File: config.mk
export PLATFORM = sky130hd
export DESIGN_NAME = dacif_top
export DESIGN_NICKNAME = d
export VERILOG_FILES = /design/src/rtl/dacif_pkg.sv /design/src/rtl/dacif_insync.sv /design/src/rtl/dacif_shifter.sv /design/src/rtl/dacif_regs.sv /design/src/rtl/dacif_top.sv
export SDC_FILE = /design/constraint.sdc
export NUM_CORES = 1
export LEC_CHECK = 0
export BUFFER_PORTS_ARGS = -buffer_cell sky130_fd_sc_hd__buf_4
export CAP_MARGIN = 10
export CORE_MARGIN = 2
export CORE_UTILIZATION = 35
export CTS_BUF_LIST = sky130_fd_sc_hd__clkbuf_4 sky130_fd_sc_hd__clkbuf_8
export CTS_CLUSTER_SIZE = 30
export DETAILED_ROUTE_END_ITERATION = 10
export HOLD_SLACK_MARGIN = 0.05
export PLACE_DENSITY = 0.55
export SLEW_MARGIN = 5
export SYNTH_ARGS = -nofsm -noshare
export SYNTH_HDL_FRONTEND = slang
export SYNTH_SLANG_ARGS = --single-unit
File: constraint.sdc
create_clock -name clk -period 5.1 [get_ports clk]
set_input_delay 0.255 -clock clk [delete_from_list [all_inputs] [get_ports clk]]
set_output_delay 0.255 -clock clk [all_outputs]
set_load 0.1 [all_outputs]
File: src/rtl/dacif_pkg.sv
package dacif_pkg;
  typedef enum logic [3:0] {
    CMD_NOP      = 4'h0,
    CMD_WR_A     = 4'h1,
    CMD_WR_B     = 4'h2,
    CMD_LOAD_ALL = 4'h3,
    CMD_WRUPD_A  = 4'h4,
    CMD_WRUPD_B  = 4'h5,
    CMD_RDBK_A   = 4'h9,
    CMD_RDBK_B   = 4'hA,
    CMD_CTRL     = 4'hD
  } cmd_e;

  typedef struct packed {
    logic clr_mid;
    logic daisy;
    logic cap_rise;
  } ctrl_t;
endpackage

File: src/rtl/dacif_insync.sv
module dacif_insync #(
  parameter int N = 1,
  parameter int STAGES = 2,
  parameter logic [N-1:0] RST_VAL = '0
) (
  input  logic         clk,
  input  logic         rst,
  input  logic [N-1:0] d,
  output logic [N-1:0] q
);
  logic [N-1:0] pipe [STAGES];

  always_ff @(posedge clk) begin
    if (rst) begin
      for (int i = 0; i < STAGES; i++) pipe[i] <= RST_VAL;
    end else begin
      pipe[0] <= d;
      for (int i = 1; i < STAGES; i++) pipe[i] <= pipe[i-1];
    end
  end

  assign q = pipe[STAGES-1];
endmodule

File: src/rtl/dacif_shifter.sv
module dacif_shifter #(
  parameter int CMD_W  = 4,
  parameter int CODE_W = 12
) (
  input  logic                      clk,
  input  logic                      rst,
  input  logic                      sclk_s,
  input  logic                      sync_n_s,
  input  logic                      sdin_s,
  input  logic                      cap_rise,
  input  logic                      daisy,
  input  logic                      rb_load,
  input  logic [CMD_W+CODE_W-1:0]   rb_word,
  output logic                      sdo,
  output logic                      frame_v,
  output logic [CMD_W+CODE_W-1:0]   frame_word
);
  localparam int FRAME_W = CMD_W + CODE_W;
  localparam int CNT_W   = $clog2(FRAME_W + 1);

  logic [FRAME_W-1:0] sr;
  logic [CNT_W-1:0]   cnt;
  logic               sclk_p, sync_p;
  logic               rise, fall, cap_edge, out_edge, sync_fall, sync_rise, cnt_full;

  assign rise      = sclk_s & ~sclk_p;
  assign fall      = ~sclk_s & sclk_p;
  assign cap_edge  = cap_rise ? rise : fall;
  assign out_edge  = cap_rise ? fall : rise;
  assign sync_fall = ~sync_n_s & sync_p;
  assign sync_rise = sync_n_s & ~sync_p;
  assign cnt_full  = (cnt == CNT_W'(FRAME_W));

  always_ff @(posedge clk) begin
    if (rst) begin
      sr      <= '0;
      cnt     <= '0;
      sclk_p  <= 1'b1;
      sync_p  <= 1'b1;
      sdo     <= 1'b0;
      frame_v <= 1'b0;
    end else begin
      sclk_p  <= sclk_s;
      sync_p  <= sync_n_s;
      frame_v <= 1'b0;
      if (rb_load) begin
        sr  <= rb_word;
        sdo <= rb_word[FRAME_W-1];
      end else if (sync_fall) begin
        cnt <= '0;
      end else if (!sync_n_s) begin
        if (cap_edge && (daisy || !cnt_full)) begin
          sr <= {sr[FRAME_W-2:0], sdin_s};
          if (!cnt_full) cnt <= cnt + 1'b1;
          if (!daisy && cnt == CNT_W'(FRAME_W - 1)) frame_v <= 1'b1;
        end
        if (out_edge) sdo <= sr[FRAME_W-1];
      end
      if (daisy && sync_rise && cnt_full) frame_v <= 1'b1;
    end
  end

  assign frame_word = sr;
endmodule

File: src/rtl/dacif_regs.sv
module dacif_regs
  import dacif_pkg::*;
#(
  parameter int CMD_W  = 4,
  parameter int CODE_W = 12
) (
  input  logic                      clk,
  input  logic                      rst,
  input  logic                      frame_v,
  input  logic [CMD_W+CODE_W-1:0]   frame_word,
  input  logic                      load_fall,
  input  logic                      load_low,
  input  logic                      clr_low,
  output logic [CODE_W-1:0]         code_a,
  output logic [CODE_W-1:0]         code_b,
  output ctrl_t                     ctrl,
  output logic                      rb_load,
  output logic [CMD_W+CODE_W-1:0]   rb_word
);
  localparam int FRAME_W = CMD_W + CODE_W;
  localparam logic [CODE_W-1:0] MID = CODE_W'(1) << (CODE_W - 1);

  logic [CODE_W-1:0] in_a, in_b, in_a_n, in_b_n, data, clr_val;
  logic [CMD_W-1:0]  cmd;
  logic              upd_a, upd_b;
  ctrl_t             ctrl_n;

  assign cmd     = frame_word[FRAME_W-1 -: CMD_W];
  assign data    = frame_word[CODE_W-1:0];
  assign clr_val = ctrl.clr_mid ? MID : '0;

  always_comb begin
    in_a_n  = in_a;
    in_b_n  = in_b;
    upd_a   = 1'b0;
    upd_b   = 1'b0;
    ctrl_n  = ctrl;
    rb_load = 1'b0;
    rb_word = {{CMD_W{1'b0}}, code_a};
    if (frame_v) begin
      case (cmd)
        CMD_WR_A:     in_a_n = data;
        CMD_WR_B:     in_b_n = data;
        CMD_LOAD_ALL: begin upd_a = 1'b1; upd_b = 1'b1; end
        CMD_WRUPD_A:  begin in_a_n = data; upd_a = 1'b1; end
        CMD_WRUPD_B:  begin in_b_n = data; upd_b = 1'b1; end
        CMD_RDBK_A:   rb_load = 1'b1;
        CMD_RDBK_B:   begin rb_load = 1'b1; rb_word = {{CMD_W{1'b0}}, code_b}; end
        CMD_CTRL:     ctrl_n = ctrl_t'(data[2:0]);
        default:      ;
      endcase
    end
    if (load_fall || (load_low && frame_v)) begin
      upd_a = 1'b1;
      upd_b = 1'b1;
    end
  end

  always_ff @(posedge clk) begin
    if (rst) begin
      in_a   <= '0;
      in_b   <= '0;
      code_a <= '0;
      code_b <= '0;
      ctrl   <= '0;
    end else begin
      ctrl <= ctrl_n;
      if (clr_low) begin
        in_a   <= clr_val;
        in_b   <= clr_val;
        code_a <= clr_val;
        code_b <= clr_val;
      end else begin
        in_a <= in_a_n;
        in_b <= in_b_n;
        if (upd_a) code_a <= in_a_n;
        if (upd_b) code_b <= in_b_n;
      end
    end
  end
endmodule

File: src/rtl/dacif_top.sv
module dacif_top
  import dacif_pkg::*;
#(
  parameter int CMD_W       = 4,
  parameter int CODE_W      = 12,
  parameter int SYNC_STAGES = 2
) (
  input  logic              clk,
  input  logic              rst,
  input  logic              sclk,
  input  logic              sync_n,
  input  logic              sdin,
  input  logic              load_n,
  input  logic              clr_n,
  output logic              sdo,
  output logic [CODE_W-1:0] code_a,
  output logic [CODE_W-1:0] code_b
);
  localparam int FRAME_W = CMD_W + CODE_W;

  logic [4:0]         raw_in, sync_in;
  logic               sclk_s, sync_n_s, sdin_s, load_s, clr_s;
  logic               load_p, load_fall, load_low, clr_low, sync_lo;
  logic               frame_v, rb_load, daisy, cap_rise, clr_mid;
  logic [FRAME_W-1:0] frame_word, rb_word;
  ctrl_t              ctrl;

  assign raw_in = {sclk, sync_n, sdin, load_n, clr_n};

  dacif_insync #(.N(5), .STAGES(SYNC_STAGES), .RST_VAL(5'b11011)) i_sync (
    .clk(clk), .rst(rst), .d(raw_in), .q(sync_in)
  );

  assign {sclk_s, sync_n_s, sdin_s, load_s, clr_s} = sync_in;

  always_ff @(posedge clk) begin
    if (rst) load_p <= 1'b1;
    else     load_p <= load_s;
  end

  assign load_fall = load_p & ~load_s;
  assign load_low  = ~load_s;
  assign clr_low   = ~clr_s;
  assign sync_lo   = ~sync_n_s;
  assign daisy     = ctrl.daisy;
  assign cap_rise  = ctrl.cap_rise;
  assign clr_mid   = ctrl.clr_mid;

  dacif_shifter #(.CMD_W(CMD_W), .CODE_W(CODE_W)) i_shift (
    .clk(clk), .rst(rst), .sclk_s(sclk_s), .sync_n_s(sync_n_s), .sdin_s(sdin_s),
    .cap_rise(cap_rise), .daisy(daisy), .rb_load(rb_load), .rb_word(rb_word),
    .sdo(sdo), .frame_v(frame_v), .frame_word(frame_word)
  );

  dacif_regs #(.CMD_W(CMD_W), .CODE_W(CODE_W)) i_regs (
    .clk(clk), .rst(rst), .frame_v(frame_v), .frame_word(frame_word),
    .load_fall(load_fall), .load_low(load_low), .clr_low(clr_low),
    .code_a(code_a), .code_b(code_b), .ctrl(ctrl),
    .rb_load(rb_load), .rb_word(rb_word)
  );
endmodule

==> key figures <==
Clock network
  • Clock Pin Slew Worst Setup and Hold Paths: 0.09 ns
  • Clk_lat worst skew: 0.36 ns
  • CTS Sinks: 87
  • CTS Buf Count: 9
  • Post-cts sizing count: 0
  • H-tree levels: 3
  • Max Root-Sink Buffers: 2
  • Clock Tree Root: clkbuf_8
  • CTS tree: done

Power
  • PwrDens: 282 mW/mm2
  • Clock power share: 0.410
  • Leakage: 1.66 nW
  • P_sw: 0.299 mW
  • Internal power: 0.947 mW
  • Logic pwr share: 0.038
  • Switching Fraction: 0.240
  • Sequential group share of total power: 0.552
  • Worst ir drop on vdd: 0.117 mV

Setup path
  • CP startpoint: i_shift.frame_word[14]$_SDFFE_PP0P_
  • Crit path DAT: 2.61 ns
  • Critical Path RT: 5.41 ns
  • Setup crit end: i_shift.frame_word[10]$_SDFFE_PP0P_
  • Reg-to-reg endpoint: i_shift.frame_word[10]$_SDFFE_PP0P_
  • R2R Path Start: i_shift.frame_word[14]$_SDFFE_PP0P_
  • Worst Setup End Kind: register
  • R2R Setup Slk: 2.80 ns
  • Worst reg-to-reg path cell count: 4
  • Crit path max fanout: 27
  • CP Launch Type: register
  • Setup CP Type: register to register

STA
  • Fmax: 435 MHz
  • RSZ-0062 raised after global routing: false
  • Worst Max-Slew Pin Slew: 1.07 ns
  • Period utilization: 0.451
  • Setup_tns: 0 ns
  • Final Hold Violating Endpoints: 0
  • Setup violations, final: 0
  • Final Max Slew Viols: 0
  • Final Skew: 0.0105 ns
  • Slew margin rel.: 0.281
  • Final min period: 2.30 ns

Synth
  • Post-synthesis sequential area ratio: 0.450
  • Syn_nets: 422
  • Library cells used by synthesis: 56
  • Post-synth top flop: dfxtp_1
  • Average size of a mapped cell: 9.39 um2
  • Async set-reset flop share out of synthesis: 0
  • Yosys warns: 0
  • Register bit total from synthesis: 87
  • Post-synth EDFFs: 0
  • Post-Syn Area: 0.00387 mm2
  • Cells after Synth: 412

Detailed routing
  • Iter 0 DRT Violations: 254
  • WL/cell: 16.4 um
  • DR pass1 iterations: 4
  • Avg Vias per Cell: 5.44
  • Post-DRT Antenna Nets: 0
  • Via count: 3129
  • Post-Route WL: 9.43 mm
  • Drc violations: 0

Cells and area
  • Storage element area: 0.00174 mm2
  • Non-filler cells in the finished layout: 575
  • Multi-input gate area: 0.00194 mm2
  • Most common cell after layout, fill and taps aside: dfxtp_1
  • Share of layout cells above drive strength 1: 0.186
  • Area Growth Syn to Fin: 14.1%
  • Ant diodes: 0
  • Commonest non-fill, non-tap cells in the layout: 87 x dfxtp_1, 37 x buf_4, 31 x nand2_1
  • Filler cell count: 1079
  • Final #Nets: 440

Floorplanning
  • Placeable Area: 0.0108 mm2
  • IO Count: 32
  • Die ar.: 0.0119 mm2
  • Die Y: 109 um
  • Effective utilization at floorplan: 0.359
  • Rows: 38
  • Chip width: 109 um

Global routing
  • Antenna violations before repair: 0
  • GR Overflow Total: 0
  • Vias in the first global route: 2831
  • First-pass GRT wire length: 15.1 mm
  • Largest net degree at the start of global routing: 36
  • Total GRT Usage: 0.164

Flow run
  • Max-cap viol count: 0

Status
  • Status: finished clean

Place
  • # port buffers: 31
  • Gpl congestion: 0.843
  • HPWL after DPL: 6.49 mm
  • Placed cell count: 556

Hold path
  • Hold Path Class: input pin to register
  • HP Start: clr_n
per-layer routing:
| metal | GRT usage | vias to the layer above | share of wire |
|---|---|---|---|
| met3 | 0.0365 | 10 | 0.047 |
| met4 | 0.0495 | 0 | 0.013 |
| met5 | 0 | - | 0 |
| met1 | 0.234 | 1497 | 0.50 |
| met2 | 0.245 | 88 | 0.44 |
| li1 | - | 1534 | - |
power by group through the flow:
stage	registers [mW]	clock network, mW	logic, mW
final	0.688	0.511	0.0470
after global routing	0.689	0.553	0.0511
after CTS	0.688	0.529	0.0459
after detailed placement	0.704	0	0.0453
after global placement	0.704	0	0.0450
after floorplan	0.706	0	0.0282
layout make-up:
type | instances | area share
clock buffer | 10 | 0.0312
multi-input combinational | 283 | 0.440
inverter | 9 | 0.00765
tap | 140 | 0.0397
timing repair buffer | 40 | 0.0697
sequential | 87 | 0.395
clock inverter | 6 | 0.0170
sequential cells by signal (all words and copies together), names as in the netlist:
signal / cells
i_regs.code_b: 12
i_shift.frame_word: 16
i_shift.sdo: 1
i_shift.cnt: 5
i_regs.ctrl: 3
i_sync.pipe: 10
load_p: 1
i_shift.frame_v: 1
i_shift.sclk_p: 1
i_shift.sync_p: 1
i_regs.in_a: 12
i_regs.code_a: 12
i_regs.in_b: 12
per-stage QoR:
stage / util / setup slack, ns / instance area [um2] / hold slack (ns) / power, mW
after CTS: 0.407 / 2.82 / 4390 / 0.0510 / 1.26
final: 0.409 / 2.80 / 4410 / 0.0811 / 1.25
after detailed placement: 0.387 / 2.84 / 4170 / 0.394 / 0.749
after global placement: 0.387 / 2.91 / 4170 / 0.392 / 0.748
after floorplan: - / 3.46 / 3870 / 0.359 / 0.735
after global routing: 0.409 / 2.64 / 4410 / 0.0617 / 1.29
synthesized netlist by cell type, types with 2 or more instances:
| cell | instances | area [um2] |
|---|---|---|
| o21ai_0 | 16 | 80.1 |
| or2_1 | 2 | 12.5 |
| a22o_1 | 11 | 96.3 |
| nor3b_1 | 4 | 30.0 |
| nand2_1 | 31 | 116 |
| or2_2 | 10 | 62.6 |
| nor2_1 | 22 | 82.6 |
| nor3_1 | 2 | 10.0 |
| o22ai_1 | 12 | 75.1 |
| a2bb2oi_1 | 11 | 96.3 |
| and3b_1 | 3 | 26.3 |
| nand3_1 | 16 | 80.1 |
| clkbuf_1 | 22 | 82.6 |
| nand2b_1 | 2 | 12.5 |
| nor2b_1 | 5 | 31.3 |
| or3b_1 | 2 | 17.5 |
| and3_1 | 2 | 12.5 |
| o21a_1 | 14 | 105 |
| ha_1 | 3 | 37.5 |
| buf_2 | 4 | 20.0 |
| o21ai_1 | 4 | 20.0 |
| inv_1 | 9 | 33.8 |
| dfxtp_1 | 87 | 1740 |
| a211oi_1 | 15 | 113 |
| a21oi_1 | 27 | 135 |
| buf_4 | 6 | 45.0 |
| mux2i_1 | 20 | 200 |
| o2bb2ai_1 | 12 | 105 |
| xnor2_1 | 2 | 17.5 |
| nor3_2 | 10 | 100 |
worst min path at each step:
stage / slack, ns / depth (start not counted) / to
2_1_floorplan: 0.36 / 1 / i_sync.pipe[0][0]$_SDFF_PP1_
3_3_place_gp: 0.39 / 1 / i_sync.pipe[0][8]$_SDFF_PP1_
3_5_place_dp: 0.39 / 1 / i_sync.pipe[0][6]$_SDFF_PP1_
4_1_cts: 0.05 / 2 / i_sync.pipe[0][1]$_SDFF_PP1_
5_1_grt: 0.06 / 2 / i_sync.pipe[0][0]$_SDFF_PP1_
6_report: 0.08 / 2 / i_sync.pipe[0][0]$_SDFF_PP1_
cell families after synthesis:
family,after synthesis,share of synthesized area
compound gates,132,0.241
simple gates,123,0.183
flops,87,0.450
buf+inv,42,0.0478
mux,21,0.0546
xor+xnor,4,0.0139
fa+ha+maj,3,0.00970
timing repair:
item	CTS	global route
hold endpoints to repair	1	2
setup buffers	0	0
hold buffers	1	2
critical path, cell delays in order, from the launching register on:
cell and delay [ns]:
dfxtp_1 0.41, nand3b_2 0.55, or2_1 0.40, a21oi_1 0.64, a22o_1 0.25
(Power assumes the default switching activity.)
